## src/rtl/irqc_pkg.sv

```systemverilog
package irqc_pkg;
  localparam int NUM_IRQ = 8;
  localparam int LVL_W   = $clog2(NUM_IRQ);
  localparam int DATA_W  = 8;
  localparam int BASE_W  = DATA_W - LVL_W;

  typedef enum logic [1:0] {
    ST_RUN  = 2'd0,
    ST_BASE = 2'd1,
    ST_CASC = 2'd2,
    ST_MODE = 2'd3
  } init_st_t;

  // Index of the lowest set bit; NUM_IRQ when none is set.
  function automatic logic [LVL_W:0] first_set(input logic [NUM_IRQ-1:0] v);
    logic [LVL_W:0] r;
    r = NUM_IRQ[LVL_W:0];
    for (int i = NUM_IRQ - 1; i >= 0; i--) begin
      if (v[i]) r = i[LVL_W:0];
    end
    return r;
  endfunction
endpackage

```

## src/rtl/irqc_req_latch.sv

```systemverilog
module irqc_req_latch
  import irqc_pkg::*;
(
  input  logic               clk,
  input  logic               rst_n,
  input  logic [NUM_IRQ-1:0] irq_in,
  input  logic [NUM_IRQ-1:0] clr,
  input  logic               flush,
  output logic [NUM_IRQ-1:0] irr_q
);
  logic [NUM_IRQ-1:0] prev_q;
  logic [NUM_IRQ-1:0] rise;
  logic [NUM_IRQ-1:0] irr_d;

  always_comb begin
    rise = irq_in & ~prev_q;
    if (flush) irr_d = '0;
    else       irr_d = ((irr_q & ~clr) | rise) & irq_in;
  end

  always_ff @(posedge clk or negedge rst_n) begin
    if (!rst_n) begin
      prev_q <= '0;
      irr_q  <= '0;
    end else begin
      prev_q <= irq_in;
      irr_q  <= irr_d;
    end
  end

  // A latched request never survives a cycle in which its input was low.
  assert_req_needs_level_R4: assert property (@(posedge clk) disable iff (!rst_n)
    1'b1 |=> ((irr_q & ~$past(irq_in)) == '0));
endmodule

```

## src/rtl/irqc_prio.sv

```systemverilog
module irqc_prio
  import irqc_pkg::*;
(
  input  logic [NUM_IRQ-1:0] irr,
  input  logic [NUM_IRQ-1:0] imr,
  input  logic [NUM_IRQ-1:0] isr,
  output logic               req_valid,
  output logic [LVL_W-1:0]   req_lvl,
  output logic               isr_any,
  output logic [LVL_W-1:0]   isr_lvl
);
  logic [LVL_W:0] p_idx;
  logic [LVL_W:0] s_idx;

  always_comb begin
    p_idx     = first_set(irr & ~imr);
    s_idx     = first_set(isr);
    req_valid = (p_idx < s_idx);
    req_lvl   = p_idx[LVL_W-1:0];
    isr_any   = ~s_idx[LVL_W];
    isr_lvl   = s_idx[LVL_W-1:0];
  end
endmodule

```

## src/rtl/irqc_cmd.sv

```systemverilog
module irqc_cmd
  import irqc_pkg::*;
(
  input  logic              clk,
  input  logic              rst_n,
  input  logic              wr_en,
  input  logic              rd_en,
  input  logic              port_sel,
  input  logic [DATA_W-1:0] wdata,
  output logic [DATA_W-1:0] imr_q,
  output logic [BASE_W-1:0] base_q,
  output logic              sel_isr_q,
  output logic              poll_q,
  output logic              init_start,
  output logic              eoi,
  output logic              poll_take
);
  init_st_t          st_q, st_d;
  logic              need_casc_q, need_casc_d;
  logic              need_mode_q, need_mode_d;
  logic [DATA_W-1:0] imr_d;
  logic [BASE_W-1:0] base_d;
  logic              sel_isr_d, poll_d;
  logic              cmd_wr, data_wr;

  always_comb begin
    cmd_wr      = wr_en & ~port_sel;
    data_wr     = wr_en & port_sel;
    init_start  = cmd_wr & wdata[4];
    eoi         = cmd_wr & ~wdata[4] & ~wdata[3] & (wdata[7:5] == 3'b001);
    poll_take   = rd_en & ~port_sel & poll_q;
    st_d        = st_q;
    need_casc_d = need_casc_q;
    need_mode_d = need_mode_q;
    imr_d       = imr_q;
    base_d      = base_q;
    sel_isr_d   = sel_isr_q;
    poll_d      = poll_q & ~poll_take;
    if (init_start) begin
      st_d        = ST_BASE;
      need_casc_d = ~wdata[1];
      need_mode_d = wdata[0];
      imr_d       = '1;
      sel_isr_d   = 1'b0;
      poll_d      = 1'b0;
    end else if (cmd_wr && wdata[4:3] == 2'b01) begin
      if (wdata[2]) poll_d = 1'b1;
      if (wdata[1]) sel_isr_d = wdata[0];
    end else if (data_wr) begin
      unique case (st_q)
        ST_BASE: begin
          base_d = wdata[DATA_W-1:LVL_W];
          if (need_casc_q)      st_d = ST_CASC;
          else if (need_mode_q) st_d = ST_MODE;
          else                  st_d = ST_RUN;
        end
        ST_CASC: st_d = need_mode_q ? ST_MODE : ST_RUN;
        ST_MODE: st_d = ST_RUN;
        default: imr_d = wdata;
      endcase
    end
  end

  always_ff @(posedge clk or negedge rst_n) begin
    if (!rst_n) begin
      st_q        <= ST_RUN;
      need_casc_q <= 1'b0;
      need_mode_q <= 1'b0;
      imr_q       <= '1;
      base_q      <= '0;
      sel_isr_q   <= 1'b0;
      poll_q      <= 1'b0;
    end else begin
      st_q        <= st_d;
      need_casc_q <= need_casc_d;
      need_mode_q <= need_mode_d;
      imr_q       <= imr_d;
      base_q      <= base_d;
      sel_isr_q   <= sel_isr_d;
      poll_q      <= poll_d;
    end
  end

  assert_init_masks_all_R2: assert property (@(posedge clk) disable iff (!rst_n)
    (wr_en && !port_sel && wdata[4]) |=> (imr_q == '1 && st_q == ST_BASE));

  assert_poll_one_shot_R10: assert property (@(posedge clk) disable iff (!rst_n)
    (rd_en && !port_sel && poll_q && !wr_en) |=> !poll_q);
endmodule

```

## src/rtl/prio_irq_ctrl.sv

```systemverilog
module prio_irq_ctrl
  import irqc_pkg::*;
(
  input  logic               clk,
  input  logic               rst_n,
  input  logic [NUM_IRQ-1:0] irq_in,
  input  logic               wr_en,
  input  logic               rd_en,
  input  logic               port_sel,
  input  logic [DATA_W-1:0]  wdata,
  output logic [DATA_W-1:0]  rdata,
  input  logic               ack,
  output logic [DATA_W-1:0]  vec_out,
  output logic               int_out
);
  logic [NUM_IRQ-1:0] irr_q, isr_q, isr_d, imr_q;
  logic [NUM_IRQ-1:0] win_bit, eoi_bit;
  logic [BASE_W-1:0]  base_q;
  logic               sel_isr_q, poll_q, init_start, eoi, poll_take;
  logic               req_valid, isr_any, take;
  logic [LVL_W-1:0]   req_lvl, isr_lvl, take_lvl;

  irqc_cmd u_cmd (
    .clk(clk), .rst_n(rst_n), .wr_en(wr_en), .rd_en(rd_en), .port_sel(port_sel),
    .wdata(wdata), .imr_q(imr_q), .base_q(base_q), .sel_isr_q(sel_isr_q),
    .poll_q(poll_q), .init_start(init_start), .eoi(eoi), .poll_take(poll_take)
  );

  irqc_prio u_prio (
    .irr(irr_q), .imr(imr_q), .isr(isr_q), .req_valid(req_valid),
    .req_lvl(req_lvl), .isr_any(isr_any), .isr_lvl(isr_lvl)
  );

  irqc_req_latch u_req (
    .clk(clk), .rst_n(rst_n), .irq_in(irq_in), .clr(win_bit),
    .flush(init_start), .irr_q(irr_q)
  );

  always_comb begin
    take     = ack | poll_take;
    take_lvl = req_valid ? req_lvl : '1;
    win_bit  = (take && req_valid) ? (NUM_IRQ'(1) << req_lvl) : '0;
    eoi_bit  = (eoi && isr_any) ? (NUM_IRQ'(1) << isr_lvl) : '0;
    if (init_start) isr_d = '0;
    else            isr_d = (isr_q & ~eoi_bit) | win_bit;
    int_out  = req_valid;
    vec_out  = ack ? {base_q, take_lvl} : '0;
    if (port_sel)       rdata = imr_q;
    else if (poll_q)    rdata = {req_valid, {(DATA_W-LVL_W-1){1'b0}}, take_lvl};
    else if (sel_isr_q) rdata = isr_q;
    else                rdata = irr_q;
  end

  always_ff @(posedge clk or negedge rst_n) begin
    if (!rst_n) isr_q <= '0;
    else        isr_q <= isr_d;
  end

  assert_ack_moves_bit_R6: assert property (@(posedge clk) disable iff (!rst_n)
    (ack && req_valid && !init_start) |=> (isr_q[$past(req_lvl)] && !irr_q[$past(req_lvl)]));

  assert_spurious_keeps_isr_R7: assert property (@(posedge clk) disable iff (!rst_n)
    (take && !req_valid && !eoi && !init_start) |=> (isr_q == $past(isr_q)));

  assert_eoi_drops_one_R8: assert property (@(posedge clk) disable iff (!rst_n)
    (eoi && isr_any && !take && !init_start) |=> ($countones(isr_q) + 1 == $past($countones(isr_q))));

  assert_full_mask_quiet_R3: assert property (@(posedge clk) disable iff (!rst_n)
    (imr_q == '1) |-> !int_out);
endmodule

```

## config.mk

```make
export PLATFORM = sky130hd
export DESIGN_NAME = prio_irq_ctrl
export DESIGN_NICKNAME = d
export VERILOG_FILES = /design/src/rtl/irqc_pkg.sv /design/src/rtl/irqc_req_latch.sv /design/src/rtl/irqc_prio.sv /design/src/rtl/irqc_cmd.sv /design/src/rtl/prio_irq_ctrl.sv
export SDC_FILE = /design/constraint.sdc
export NUM_CORES = 1
export LEC_CHECK = 0
export CAP_MARGIN = 10
export CORE_MARGIN = 4
export CORE_UTILIZATION = 55
export DETAILED_ROUTE_END_ITERATION = 10
export DONT_BUFFER_PORTS = 1
export GPL_ROUTABILITY_DRIVEN = 0
export GPL_TIMING_DRIVEN = 0
export PLACE_DENSITY = 0.78
export SLEW_MARGIN = 20
export SYNTH_ARGS = -nofsm -noshare
export SYNTH_HDL_FRONTEND = slang
export SYNTH_SLANG_ARGS = --single-unit
export TNS_END_PERCENT = 10
```

## constraint.sdc

```tcl
create_clock -name clk -period 8.3 [get_ports clk]
set_clock_uncertainty 0.2 [all_clocks]
set_input_delay 1.245 -clock clk [delete_from_list [all_inputs] [get_ports clk]]
set_output_delay 1.245 -clock clk [all_outputs]
set_load 0.02 [all_outputs]
```

== Word-level counts from Yosys, hierarchy flattened ==
Cells that the tools add are included.
Widths: inputs -> output; s select.

* Bits in registers: 43
* Logic and storage cells: 102

* Shift-type cells: 2
* Bitwise gates (word level): 29
* Multiplexer cells: 41
* Reduce and logical (&&, ||, !) cells: 12
* Order comparisons: 1
* Eq/ne operators: 7

{| class="wikitable"
|+ Operators by type and width
! operator !! count
|-
| $mux 8 || 12
|-
| $mux 4 || 16
|-
| $and 8x8->8 || 5
|-
| $not 8->8 || 4
|-
| $or 8x8->8 || 2
|-
| $shl 1x3->8 const A || 2
|-
| $mux 2 || 5
|-
| $and 1x1->1 || 9
|-
| $not 1->1 || 8
|-
| $mux 1 || 6
|-
| $pmux 2 s3 || 1
|-
| $reduce_and 3->1 || 2
|-
| $reduce_bool 2->1 || 3
|-
| $eq 2x1->1 const B || 2
|-
| $eq 2x2->1 const B || 2
|-
| $lt 4x4->1 || 1
|-
| $reduce_and 4->1 || 1
|-
| $reduce_bool 4->1 || 1
|-
| $eq 3x1->1 const B || 1
|-
| $logic_and 1x1->1 || 3
|-
| $mux 3 || 1
|-
| $reduce_or 3->1 || 1
|-
| $ne 2x1->1 const B || 1
|-
| $ne 2x2->1 const B || 1
|-
| other kinds (2) || 2
|}

== Longest topological paths before layout ==
* Depth in word-level cells: 18
* Gate-level depth with buffers: 11

== Cells and area by module ==
A second synthesis with hierarchy kept.

* Cells, all modules: 278
* Area total of the unflattened synthesis: 2613.8 um^2

{| class="wikitable"
|+ Modules (own cells, without submodules)
! module !! area an instance (um^2) !! cells each !! seq. area each (um^2) !! instances
|-
| irqc_cmd || 938.4 || 89 || 485.5 || 1
|-
| prio_irq_ctrl || 733.2 || 97 || 200.2 || 1
|-
| irqc_req_latch || 570.5 || 40 || 400.4 || 1
|-
| irqc_prio || 371.6 || 52 || 0.0 || 1
|}

== Worst setup path before layout ==
OpenSTA, ideal clock, no wires.

* Kind: reg-to-output
* Start point: reg u_cmd.imr_q[7]
* End point: out vec_out[1]
* Stages on the path, launching flop included: 12
* Arrival: 2.753 ns
* Path slack: 4.102 ns
* Cells stage by stage: dfstp_2 -> nor2b_1 -> o211a_1 -> o311ai_4 -> inv_2 -> ha_1 -> o21a_1 -> o21ai_1 -> nand2b_1 -> clkbuf_1 -> nand2_1 -> a21boi_0

* Longest elaborated chain between the ends: 13

{| class="wikitable"
|+ Ends and longest elaborated chain
! item !! RTL line !! source
|-
| start, declared || irqc_cmd.sv:10 || <nowiki>output logic [DATA_W-1:0] imr_q,</nowiki>
|-
| start signal, assigned || irqc_cmd.sv:77 || <nowiki>imr_q <= imr_d;</nowiki>
|-
| $not 8->8 || irqc_prio.sv:16 || <nowiki>p_idx = first_set(irr & ~imr);</nowiki>
|-
| $and 8x8->8 || irqc_prio.sv:16 ||
|-
| $mux 4 (8 in a row) || irqc_pkg.sv:19 || <nowiki>if (v[i]) r = i[LVL_W:0];</nowiki>
|-
| $lt 4x4->1 || irqc_prio.sv:18 || <nowiki>req_valid = (p_idx < s_idx);</nowiki>
|-
| via int_out || prio_irq_ctrl.sv:14 || <nowiki>output logic int_out</nowiki>
|-
| $mux 3 || prio_irq_ctrl.sv:41 || <nowiki>take_lvl = req_valid ? req_lvl : '1;</nowiki>
|-
| $mux 8 || prio_irq_ctrl.sv:47 || <nowiki>vec_out = ack ? {base_q, take_lvl} : '0;</nowiki>
|-
| end, declared || prio_irq_ctrl.sv:13 || <nowiki>output logic [DATA_W-1:0] vec_out,</nowiki>
|}

The timed path passes the listed nets, and every way through them passes these cells.

== Worst setup path after layout ==
* Start point: reg isr_q[5]
* End point: out vec_out[1]

* Longest elaborated chain between the ends: 9

{| class="wikitable"
|+ Ends and longest elaborated chain
! item !! RTL line !! source
|-
| start, declared || prio_irq_ctrl.sv:16 || <nowiki>logic [NUM_IRQ-1:0] irr_q, isr_q, isr_d, imr_q;</nowiki>
|-
| start signal, assigned || prio_irq_ctrl.sv:56 || <nowiki>else isr_q <= isr_d;</nowiki>
|-
| $mux 4 (6 in a row) || irqc_pkg.sv:19 ||
|-
| $lt 4x4->1 || irqc_prio.sv:18 ||
|-
| via int_out || prio_irq_ctrl.sv:14 ||
|-
| $mux 3 || prio_irq_ctrl.sv:41 ||
|-
| $mux 8 || prio_irq_ctrl.sv:47 ||
|}

The timed path passes the listed nets, and every way through them passes these cells.

==> results.toml <==
[outcome]
outcome = "complete, no violations"

[setup_path]
cp_cell_sequence = "nor2_1, o21ai_1, a211oi_1, inv_1, ha_1, o21a_1, o21ai_1, nand2b_1, clkbuf_1, nand2_1, a21boi_0"
endpoint_kind = "output pin"
path_common_cell = "o21ai_1"
rrSetupSlack_ns = 5.15
worstReg2RegEnd = "u_req.irr_q[6]$_DFF_PN0_"
crit_family = "compound AO/OA/AOI/OAI gates"
reg2reg_from = "isr_q[5]$_DFF_PN0_"
startpoint = "isr_q[5]$_DFF_PN0_"
cp.required_ns = 6.86
reg2reg_depth = 11
crit_arrival_ns = 3.61
crit_cells = 11
critPathKind = "reg -> out"
cpPeakStageDelay_ns = 0.73
worstPathMaxFanout = 10
cp-endpoint = "vec_out[1]"
timing.critical_path.buf_inv = 2
crit_slowest_cell = "a21boi_0"
cp-start-kind = "flip-flop"

[power]
peakVddDrop_v = 0.0001703
combPwrFrac_pct = 50.6
clockPowerShare_pct = 15.5
p_int_mw = 0.5532
p_sw_mw = 0.4513
seqPwrFrac_pct = 34.0
pwr_density_cell_mw_per_mm2 = 383.4
leakage_nw = 1.110
switching_share_pct = 44.93

[clocking]
htree_levels = 2
cts_resized = 0
clockBufferDepth = 2
clkTransAtPathRegs_ns = 0.07
hold_buffers = 0
cts_tree = "done"
cts_made_buffers = 5
clk_latency_ns = 0.29
cts_setup_buffers = 0
cts.sinks = 43
root_buffer = "clkbuf_8"

[yosys]
synth_edf_count = 0
synth.mux.area_fraction_pct = 5.263
yosys.area_share.simple_pct = 24.07
syn_nets = 296
yosysTopAreaCellShare_pct = 35.77
synth_top_family_by_area = "simple AND/OR/NAND/NOR gates"
synthTopCellsByArea = "dfrtp_1 (36%), dfstp_2 (8.6%), nand2_1 (6.9%)"
synth.ff_latch_count = 43
synth_xor_area_share_pct = 0
synth_top_cell_by_area = "dfrtp_1"
synth_compound_area_share_pct = 22.28
yosysUniqueCellTypes = 47
synth_most_common_cell = "nand2_1"
avgSynthCellArea_sq_um = 9.035
syn-cell-area_sq_mm = 0.002449
synthAdderAreaFrac_pct = 1.533
async_flop_share_pct = 100.0
syn_inst = 271
yosysWarnings = 0
yosysSeqAreaShare_pct = 44.35
synthFlopType = "dfrtp_1"
synthTopCellsByCount = "nand2_1 (45), dfrtp_1 (35), a21oi_1 (14), nand3_1 (14)"

[final_layout]
antenna_cells = 0
seqCellArea_sq_mm = 0.001086
fillers = 387
stdcell_count = 330
multi_input_area_sq_mm = 0.001301
nNetsFinal = 303
area_growth_pct = 7.000
drive_gt1_share_pct = 11.15

[floorplanning]
dieArea_sq_mm = 0.005584
std_cell_rows = 24
core_sq_mm = 0.004324
io-pin-count = 39
dieHeight_um = 74.73
initial_utilization_pct = 56.63
die_w_um = 74.73

[grt]
grt_pass1_vias = 2000
met1_usage_pct = 28.51
antenna_found_initial = 0
grt.overflow.total = 0
met2_usage_pct = 40.49
grtUsageMet3_pct = 6.409
track_usage_pct = 23.54
gr-max-usage-layer = "met2"
grt_max_degree = 44
grt_pass1_wl_um = 9784

[timing]
finalWorstSetupSlack_ns = 3.241
slew_viol_final = 0
min_period_ns = 5.059
maxSlewHeadroom_pct = 42.72
worst_pin_slew_ns = 0.8527
setup_violations = 0
rsz0062_at_grt = "false"
fmax_mhz = 197.7
min_period_over_period_pct = 60.95
hold_viol_final = 0
tns_ns = 0
holdWs_ns = 0.2073

[route]
wl_per_cell_um = 18.08
firstDrtPassIters = 4
drt_iter0_markers = 126
viasPerCell = 6.185
drc = 0
ant_nets = 0
wl_um = 5968
vias = 2041

[placement]
numPlacedInstances = 323
dp_hpwl_um = 4616
io_buffers = 0
dp_worst_setup_slack_ns = 3.626

[job]
maxCapViolations = 0

[hold_path]
hp-class = "reg -> reg"
## area by class of cell
class / count / area share (%)
clock buffer: 5 / 2.627
sequential: 43 / 41.45
inverter: 7 / 1.003
buffer: 9 / 1.337
tap: 52 / 2.483
clock inverter: 2 / 1.433
multi-input combinational: 212 / 49.67
## power by group through the flow
stage               Sequential, mW  Clock [mW]  Combinational [mW]
floorplan                    0.323           0               0.412
global placement             0.341           0               0.486
detailed placement           0.345           0               0.496
CTS                          0.341       0.159               0.503
global route                 0.352       0.167               0.556
finish                       0.341       0.156               0.508
## per-layer routing
| metal | share of wire [%] | vias to the layer above |
|---|---|---|
| li1 | - | 986 |
| met1 | 41 | 971 |
| met2 | 51 | 74 |
| met3 | 6.9 | 10 |
| met4 | 1.6 | 0 |
| met5 | 0 | - |
## cell usage in the layout, fill, tap and decap left out, drive strengths merged, types with 2 or more instances in the layout
cell type	synthesis	final
o21ai	18	18
inv	7	7
and2	9	9
o21a	7	7
mux2i	5	5
a211oi	6	6
nor2	10	10
a21oi	16	16
clkbuf	8	13
or3	5	5
nand2	45	45
o22ai	6	6
ha	3	3
nand3	14	14
or2	3	3
a21o	2	2
a31oi	3	3
a21boi	3	3
nand4	3	3
o31ai	3	3
o31a	2	2
o211ai	2	2
dfrtp	35	35
nor2b	12	12
dfstp	8	8
nor3	3	3
nand2b	12	12
mux2	7	7
## logic make-up after synthesis
logic type	Yosys count
AO/OA/AOI/OAI	78
adder cells (fa/ha/maj)	3
AND/OR/NAND/NOR	119
multiplexers	12
buffers and inverters	16
flip-flops	43
## flip-flops by register name (all words and copies together) (netlist names)
| register | flops |
|---|---|
| u_cmd.need_casc_q | 1 |
| u_cmd.st_q | 2 |
| u_req.irr_q | 8 |
| isr_q | 8 |
| u_cmd.sel_isr_q | 1 |
| u_cmd.imr_q | 8 |
| u_req.prev_q | 8 |
| u_cmd.need_mode_q | 1 |
| u_cmd.base_q | 5 |
| u_cmd.poll_q | 1 |
## through the flow
| step | instance area, sq um | power, mW | util (%) |
|---|---|---|---|
| floorplan | 2449 | 0.7350 | - |
| finish | 2620 | 1.004 | 60.59 |
| detailed placement | 2514 | 0.8412 | 58.13 |
| global route | 2620 | 1.075 | 60.59 |
| global placement | 2514 | 0.8277 | 58.13 |
| CTS | 2620 | 1.003 | 60.59 |
## how the worst min path moves through the flow
| stage | from | to | depth (start not counted) |
|---|---|---|---|
| 2_1_floorplan | u_req.prev_q[0]$_DFF_PN0_ | u_req.irr_q[0]$_DFF_PN0_ | 1 |
| 3_3_place_gp | u_req.prev_q[5]$_DFF_PN0_ | u_req.irr_q[5]$_DFF_PN0_ | 1 |
| 3_5_place_dp | u_req.prev_q[1]$_DFF_PN0_ | u_req.irr_q[1]$_DFF_PN0_ | 1 |
| 4_1_cts | u_req.prev_q[1]$_DFF_PN0_ | u_req.irr_q[1]$_DFF_PN0_ | 1 |
| 5_1_grt | u_req.prev_q[1]$_DFF_PN0_ | u_req.irr_q[1]$_DFF_PN0_ | 1 |
| 6_report | u_req.prev_q[1]$_DFF_PN0_ | u_req.irr_q[1]$_DFF_PN0_ | 1 |
## worst reg2reg max path, cell delays in order, from the launching register on
cell	delay [ns]
dfrtp_1	0.46
nor2_1	0.16
o21ai_1	0.08
a211oi_1	0.48
inv_1	0.10
ha_1	0.31
o21a_1	0.17
o21ai_1	0.14
nand2b_1	0.10
clkbuf_1	0.26
a211oi_1	0.41
o22ai_1	0.15
Note: power is estimated with default switching activity, not from simulation.
